## config.mk

```make
export PLATFORM = sky130hd
export DESIGN_NAME = sram_async_ctrl
export DESIGN_NICKNAME = d
export VERILOG_FILES = /design/src/rtl/sram_ctrl_pkg.sv /design/src/rtl/sram_wait_timer.sv /design/src/rtl/sram_data_path.sv /design/src/rtl/sram_async_ctrl.sv
export SDC_FILE = /design/constraint.sdc
export NUM_CORES = 1
export LEC_CHECK = 0
export ABC_AREA = 1
export CAP_MARGIN = 25
export CELL_PAD_IN_SITES_DETAIL_PLACEMENT = 1
export CELL_PAD_IN_SITES_GLOBAL_PLACEMENT = 1
export CORE_MARGIN = 1
export CORE_UTILIZATION = 47
export DETAILED_ROUTE_END_ITERATION = 12
export DONT_BUFFER_PORTS = 1
export PLACE_DENSITY = 0.86
export SLEW_MARGIN = 20
export SYNTH_ARGS = -nofsm -noshare
export SYNTH_HDL_FRONTEND = slang
export SYNTH_SLANG_ARGS = --single-unit
```

## constraint.sdc

```tcl
create_clock -name clk -period 3.8 [get_ports clk]
set_input_delay 0.19 -clock clk [delete_from_list [all_inputs] [get_ports clk]]
set_output_delay 0.19 -clock clk [all_outputs]
set_load 0.005 [all_outputs]
```

## src/rtl/sram_ctrl_pkg.sv

```systemverilog
package sram_ctrl_pkg;

    typedef enum logic [2:0] {
        ST_IDLE,
        ST_TURN,
        ST_READ,
        ST_WLOW,
        ST_WTAIL,
        ST_RET,
        ST_RECOV
    } ctrl_state_e;

    typedef enum logic [1:0] {
        DIR_NONE,
        DIR_READ,
        DIR_WRITE
    } xfer_dir_e;

    typedef struct packed {
        logic ce1_n;
        logic ce2;
        logic we_n;
        logic oe_n;
        logic drive;
    } strobe_t;

    function automatic int unsigned ns_to_cyc(int unsigned ns, int unsigned clk_ns);
        int unsigned c;
        c = (ns + clk_ns - 1) / clk_ns;
        return (c == 0) ? 1 : c;
    endfunction

    function automatic int unsigned max_u(int unsigned a, int unsigned b);
        return (a > b) ? a : b;
    endfunction

    function automatic strobe_t strobe_for(ctrl_state_e s);
        strobe_t r;
        r.ce1_n = 1'b1;
        r.ce2   = 1'b0;
        r.we_n  = 1'b1;
        r.oe_n  = 1'b1;
        r.drive = 1'b0;
        case (s)
            ST_READ: begin
                r.ce1_n = 1'b0; r.ce2 = 1'b1; r.oe_n = 1'b0;
            end
            ST_WLOW: begin
                r.ce1_n = 1'b0; r.ce2 = 1'b1; r.we_n = 1'b0; r.drive = 1'b1;
            end
            ST_WTAIL: begin
                r.ce1_n = 1'b0; r.ce2 = 1'b1; r.drive = 1'b1;
            end
            default: ;
        endcase
        return r;
    endfunction

endpackage

```

## src/rtl/sram_wait_timer.sv

```systemverilog
module sram_wait_timer #(
    parameter int CNT_W = 8
) (
    input  logic             clk,
    input  logic             rst,
    input  logic             load,
    input  logic [CNT_W-1:0] load_val,
    output logic             done
);
    logic [CNT_W-1:0] cnt_q;

    always_ff @(posedge clk) begin
        if (rst)                cnt_q <= '0;
        else if (load)          cnt_q <= load_val;
        else if (cnt_q != '0)   cnt_q <= cnt_q - 1'b1;
    end

    assign done = (cnt_q == '0);
endmodule

```

## src/rtl/sram_data_path.sv

```systemverilog
module sram_data_path #(
    parameter int ADDR_W = 17,
    parameter int DATA_W = 8
) (
    input  logic              clk,
    input  logic              rst,
    input  logic              accept,
    input  logic              req_write,
    input  logic [ADDR_W-1:0] req_addr,
    input  logic [DATA_W-1:0] req_wdata,
    input  logic              cap_en,
    input  logic [DATA_W-1:0] sram_dq_in,
    output logic [ADDR_W-1:0] addr_q,
    output logic [DATA_W-1:0] wdata_q,
    output logic              is_write_q,
    output logic              rsp_valid_q,
    output logic [DATA_W-1:0] rdata_q
);
    always_ff @(posedge clk) begin
        if (rst) begin
            addr_q      <= '0;
            wdata_q     <= '0;
            is_write_q  <= 1'b0;
            rsp_valid_q <= 1'b0;
            rdata_q     <= '0;
        end else begin
            if (accept) begin
                addr_q     <= req_addr;
                wdata_q    <= req_wdata;
                is_write_q <= req_write;
            end
            if (cap_en) rdata_q <= sram_dq_in;
            rsp_valid_q <= cap_en;
        end
    end

    // a response pulse lasts one cycle only
    a_r3_single_pulse: assert property (@(posedge clk) disable iff (rst)
        rsp_valid_q |=> !rsp_valid_q);
endmodule

```

## src/rtl/sram_async_ctrl.sv

```systemverilog
module sram_async_ctrl
    import sram_ctrl_pkg::*;
#(
    parameter int ADDR_W     = 17,
    parameter int DATA_W     = 8,
    parameter int CLK_NS     = 5,
    parameter int T_RC_NS    = 85,
    parameter int T_WC_NS    = 85,
    parameter int T_WP_NS    = 60,
    parameter int T_CW_NS    = 75,
    parameter int T_HZ_NS    = 35,
    parameter int T_RECOV_NS = 5000000
) (
    input  logic              clk,
    input  logic              rst,
    input  logic              req_valid,
    output logic              req_ready,
    input  logic              req_write,
    input  logic [ADDR_W-1:0] req_addr,
    input  logic [DATA_W-1:0] req_wdata,
    output logic              rsp_valid,
    output logic [DATA_W-1:0] rsp_rdata,
    input  logic              ret_req,
    input  logic              pwr_stable,
    output logic [ADDR_W-1:0] sram_addr,
    output logic              sram_ce1_n,
    output logic              sram_ce2,
    output logic              sram_we_n,
    output logic              sram_oe_n,
    output logic [DATA_W-1:0] sram_dq_out,
    output logic              sram_dq_oe,
    input  logic [DATA_W-1:0] sram_dq_in
);
    localparam int unsigned READ_C  = ns_to_cyc(T_RC_NS, CLK_NS);
    localparam int unsigned WLOW_C  = ns_to_cyc(max_u(T_WP_NS, T_CW_NS), CLK_NS);
    localparam int unsigned WC_C    = ns_to_cyc(T_WC_NS, CLK_NS);
    localparam int unsigned WTAIL_C = (WC_C > WLOW_C) ? (WC_C - WLOW_C) : 1;
    localparam int unsigned TURN_C  = ns_to_cyc(T_HZ_NS, CLK_NS);
    localparam int unsigned RECOV_C = ns_to_cyc(T_RECOV_NS, CLK_NS);
    localparam int unsigned MAX_C   = max_u(max_u(READ_C, WLOW_C),
                                            max_u(max_u(WTAIL_C, TURN_C), RECOV_C));
    localparam int CNT_W = $clog2(MAX_C + 1);

    ctrl_state_e      state_q, state_d;
    xfer_dir_e        dir_q, op_dir;
    strobe_t          strb_q;
    logic             accept, t_load, t_done, cap_en, is_write_q;
    logic [CNT_W-1:0] t_val;

    assign req_ready = (state_q == ST_IDLE) && !ret_req;
    assign accept    = req_valid && req_ready;
    assign op_dir    = req_write ? DIR_WRITE : DIR_READ;
    assign cap_en    = (state_q == ST_READ) && t_done;

    always_comb begin
        state_d = state_q;
        t_load  = 1'b0;
        t_val   = '0;
        case (state_q)
            ST_IDLE: begin
                if (ret_req) begin
                    state_d = ST_RET;
                end else if (accept) begin
                    t_load = 1'b1;
                    if (dir_q != DIR_NONE && dir_q != op_dir) begin
                        state_d = ST_TURN;  t_val = CNT_W'(TURN_C - 1);
                    end else if (req_write) begin
                        state_d = ST_WLOW;  t_val = CNT_W'(WLOW_C - 1);
                    end else begin
                        state_d = ST_READ;  t_val = CNT_W'(READ_C - 1);
                    end
                end
            end
            ST_TURN: if (t_done) begin
                t_load = 1'b1;
                if (is_write_q) begin
                    state_d = ST_WLOW;  t_val = CNT_W'(WLOW_C - 1);
                end else begin
                    state_d = ST_READ;  t_val = CNT_W'(READ_C - 1);
                end
            end
            ST_READ:  if (t_done) state_d = ST_IDLE;
            ST_WLOW:  if (t_done) begin
                state_d = ST_WTAIL; t_load = 1'b1; t_val = CNT_W'(WTAIL_C - 1);
            end
            ST_WTAIL: if (t_done) state_d = ST_IDLE;
            ST_RET:   if (!ret_req && pwr_stable) begin
                state_d = ST_RECOV; t_load = 1'b1; t_val = CNT_W'(RECOV_C - 1);
            end
            ST_RECOV: if (t_done) state_d = ST_IDLE;
            default:  state_d = ST_IDLE;
        endcase
    end

    always_ff @(posedge clk) begin
        if (rst) begin
            state_q <= ST_IDLE;
            dir_q   <= DIR_NONE;
            strb_q  <= strobe_for(ST_IDLE);
        end else begin
            state_q <= state_d;
            strb_q  <= strobe_for(state_d);
            if (accept) dir_q <= op_dir;
        end
    end

    sram_wait_timer #(.CNT_W(CNT_W)) timer_i (
        .clk(clk), .rst(rst), .load(t_load), .load_val(t_val), .done(t_done)
    );

    sram_data_path #(.ADDR_W(ADDR_W), .DATA_W(DATA_W)) dpath_i (
        .clk(clk), .rst(rst), .accept(accept), .req_write(req_write),
        .req_addr(req_addr), .req_wdata(req_wdata), .cap_en(cap_en),
        .sram_dq_in(sram_dq_in), .addr_q(sram_addr), .wdata_q(sram_dq_out),
        .is_write_q(is_write_q), .rsp_valid_q(rsp_valid), .rdata_q(rsp_rdata)
    );

    assign sram_ce1_n = strb_q.ce1_n;
    assign sram_ce2   = strb_q.ce2;
    assign sram_we_n  = strb_q.we_n;
    assign sram_oe_n  = strb_q.oe_n;
    assign sram_dq_oe = strb_q.drive;

    // no drive while the memory output is enabled
    a_r9_no_contention: assert property (@(posedge clk) disable iff (rst)
        !(sram_dq_oe && !sram_oe_n));
    // write and output enables are exclusive
    a_r10_we_oe_excl: assert property (@(posedge clk) disable iff (rst)
        !(!sram_we_n && !sram_oe_n));
    // accepting only while the memory is deselected and undriven
    a_r6_ready_idle: assert property (@(posedge clk) disable iff (rst)
        req_ready |-> (sram_ce1_n && !sram_ce2 && !sram_dq_oe));
    // address held while the output stays enabled
    a_r2_addr_stable: assert property (@(posedge clk) disable iff (rst)
        (!sram_oe_n && $past(!sram_oe_n)) |-> $stable(sram_addr));
    // driving only inside an active, non-reading write
    a_r4_drive_in_write: assert property (@(posedge clk) disable iff (rst)
        sram_dq_oe |-> (!sram_ce1_n && sram_ce2 && sram_oe_n));
    // retention request leaves the controller not ready
    a_r7_ret_not_ready: assert property (@(posedge clk) disable iff (rst)
        ret_req |-> !req_ready);
endmodule

```

==> metrics <==
Post-CTS Setup Bufs 0; Setup WS post-layout 1.535 ns; Worst Setup End Kind flop; # setup viols final 0; DR iter-0 viols 77; chip height 81.00 µm; critical path class reg -> reg; #FFs+latches synth 64; Yosys top cell by area dfxtp_1; final global-route overflow total 0; post-layout min period 2.265 ns; Rows 28; GP Congestion 0.8067; Routed WL 8.013 mm; largest net degree at the start of global routing 44; Synth Net Count 446; max_slew headroom 35.61%; pre-CTS WS 1.710 ns; starting density of the core 49.24%; mean routed wirelength per cell 15.56 µm; class of the worst hold path in -> reg; commonest non-fill, non-tap cell in the layout nand2_1; Die Width 81.00 µm; H-tree levels 3; VDD IR max 335.0 µV; Final Util 58.38%; post-synth cell types 28; Worst EP arrival 2.55 ns; Syn Inst Count 405; TritonCTS clock tree yes; CP Launch Type flop; CTS buffer count 9; DR vias 2720; Setup Skew 0.009439 ns; clock sinks 64; Pre-Repair DR Iteration Count 4; period utilization 59.59%; Final TNS setup 0 ns; Final Max Slew Viols 0; Detail Placement HPWL 5.072 mm; Layout Cells excl Fill 515; placed insts 467; commonest cells after routing, fill and taps aside nand2_1 (105), dfxtp_1 (64), nor2_1 (60); n_diodes 0; worst hold stages 3; Core Region 5956 µm²; Hold Fails Final Rpt 0; vias in the first global route 2824; drc violations 0; Die ar. 6560 µm²; Worst Hold Path EP timer_i.cnt_q[15]; Layout Nets 477; Pwr Density 821.3 nW/µm²; P_leak 1.458 nW; PortBufs 0; clock slew seen by the registers of the worst setup and hold paths 0.07 ns; Data required, critical path 4.08 ns; RR Endpoint dpath_i.wdata_q[3]; R2R Path Start state_q[2]; yosys warns 0; GRT Total Usage 26.67%; r2r worst-path depth 6; mapped cell area 2933 µm²; outcome completed; Synth top area share 43.69%; crit path max fanout 28; Area contributors post-synth dfxtp_1 (44%), nand2_1 (13%), nor2_1 (7.7%); initial antenna violation count 0; Clock Path Buffers 2; Root Buffer clkbuf_8; Slew @ Worst Pin 0.9627 ns; Hold Startpoint rst; # hold bufs at CTS 33; RSZ-0062 raised after global routing false; PostCTS Resize Cnt 0; fill cell total of the finished layout 777; R2R setup slack 1.54 ns; later-pin clock latency in the skew report 0.34 ns; Final ANT Viol Nets 0; sequential share of the synthesized area 43.69%; IO Pins 79; Mean Syn Cell Area 7.242 µm²; layout cell share with drive strength beyond 1 7.955%; max-cap viol count 0; fmax 441.6 MHz; first-pass GRT wire length 13.17 mm; P&R area growth vs syn 18.56%; via/cell ratio 5.282; Design Power 2.856 mW
## metrics by stage
stage                     hold WS (ns)  cell area, µm²
after floorplan                 0.3309            2933
after global placement          0.2623            2950
after detailed placement        0.2641            2950
after CTS                      0.01017            3477
after global routing           0.03477            3477
final                          0.02399            3477
## critical path, cell delays in order (launching register included)
cell and delay (ns):
dfxtp_1 0.35, inv_1 0.13, nand3_2 0.11, nor3_4 0.75, nand2_1 0.11, a21oi_1 0.18, dlygate4sd3_1 0.57
## metal layers
layer / vias up / GRT usage, % / wire (µm)
met1: 1286 / 31.32 / 3570
met2: 66 / 45.55 / 3933
met5: - / 0 / 0
li1: 1361 / - / -
met4: 0 / 9.286 / 74
met3: 7 / 8.427 / 434
## registers in the layout (all words and copies together), names as in the netlist
register / flops
state_q: 3
dpath_i.wdata_q: 8
dpath_i.addr_q: 17
dir_q: 2
sram_ce2: 1
sram_ce1_n: 1
sram_oe_n: 1
dpath_i.rdata_q: 8
dpath_i.rsp_valid_q: 1
timer_i.cnt_q: 20
sram_dq_oe: 1
sram_we_n: 1
## report_power, final
group,switching [mW],leakage (nW),internal (mW)
clock,0.255,0.0989,0.314
combinational,0.876,0.837,0.458
sequential,0.131,0.522,0.821
## area by class of cell
class,instances,area (µm²),share of cell area [%]
Multi-Input combinational cell,297,1455,41.85
Sequential cell,64,1281,36.85
Timing Repair Buffer,34,347.8,10.00
Clock buffer,11,141.4,4.066
Inverter,30,112.6,3.239
Tap cell,75,93.84,2.699
Clock inverter,4,45.04,1.295
## Yosys cell counts
| master | count |
|---|---|
| nor2_2 | 5 |
| o21ai_2 | 1 |
| nand3_2 | 2 |
| buf_2 | 4 |
| xor2_1 | 13 |
| nor2_4 | 5 |
| a31oi_1 | 1 |
| inv_1 | 27 |
| nor4_1 | 2 |
| nand3_1 | 16 |
| buf_6 | 3 |
| nand4_1 | 9 |
| nand3_4 | 1 |
| nor3_1 | 12 |
| nand2_2 | 1 |
| a211oi_1 | 1 |
| clkbuf_1 | 6 |
| nor3b_1 | 1 |
| ha_1 | 2 |
| buf_4 | 1 |
| nand2_1 | 105 |
| a21oi_1 | 42 |
| o21ai_0 | 13 |
| xnor2_1 | 4 |
| nor3_4 | 1 |
| inv_2 | 3 |
| nor2_1 | 60 |
| dfxtp_1 | 64 |
## kinds of logic (layout without fill, tap and decap cells)
family | after synthesis | count (layout) | share of synthesized area [%]
xor gates and xnor gates | 17 | 17 | 5.077
and+or+nand+nor | 220 | 220 | 33.53
adders and majority gates | 2 | 2 | 0.8531
AOI/OAI and AO/OA | 58 | 58 | 10.15
DFF | 64 | 64 | 43.69
buffers and inverters | 44 | 79 | 6.698
## worst max-delay path by stage
| stage | from | slack, ns | endpoint |
|---|---|---|---|
| floorplan | timer_i.cnt_q[0] | 2.25 | sram_ce1_n |
| global placement | state_q[1] | 1.76 | sram_we_n |
| detailed placement | state_q[0] | 1.71 | sram_dq_oe |
| CTS | state_q[1] | 1.55 | dpath_i.wdata_q[3] |
| global route | state_q[1] | 1.38 | dpath_i.wdata_q[3] |
| finish | state_q[2] | 1.54 | dpath_i.wdata_q[3] |
(Power assumes the default switching activity.)
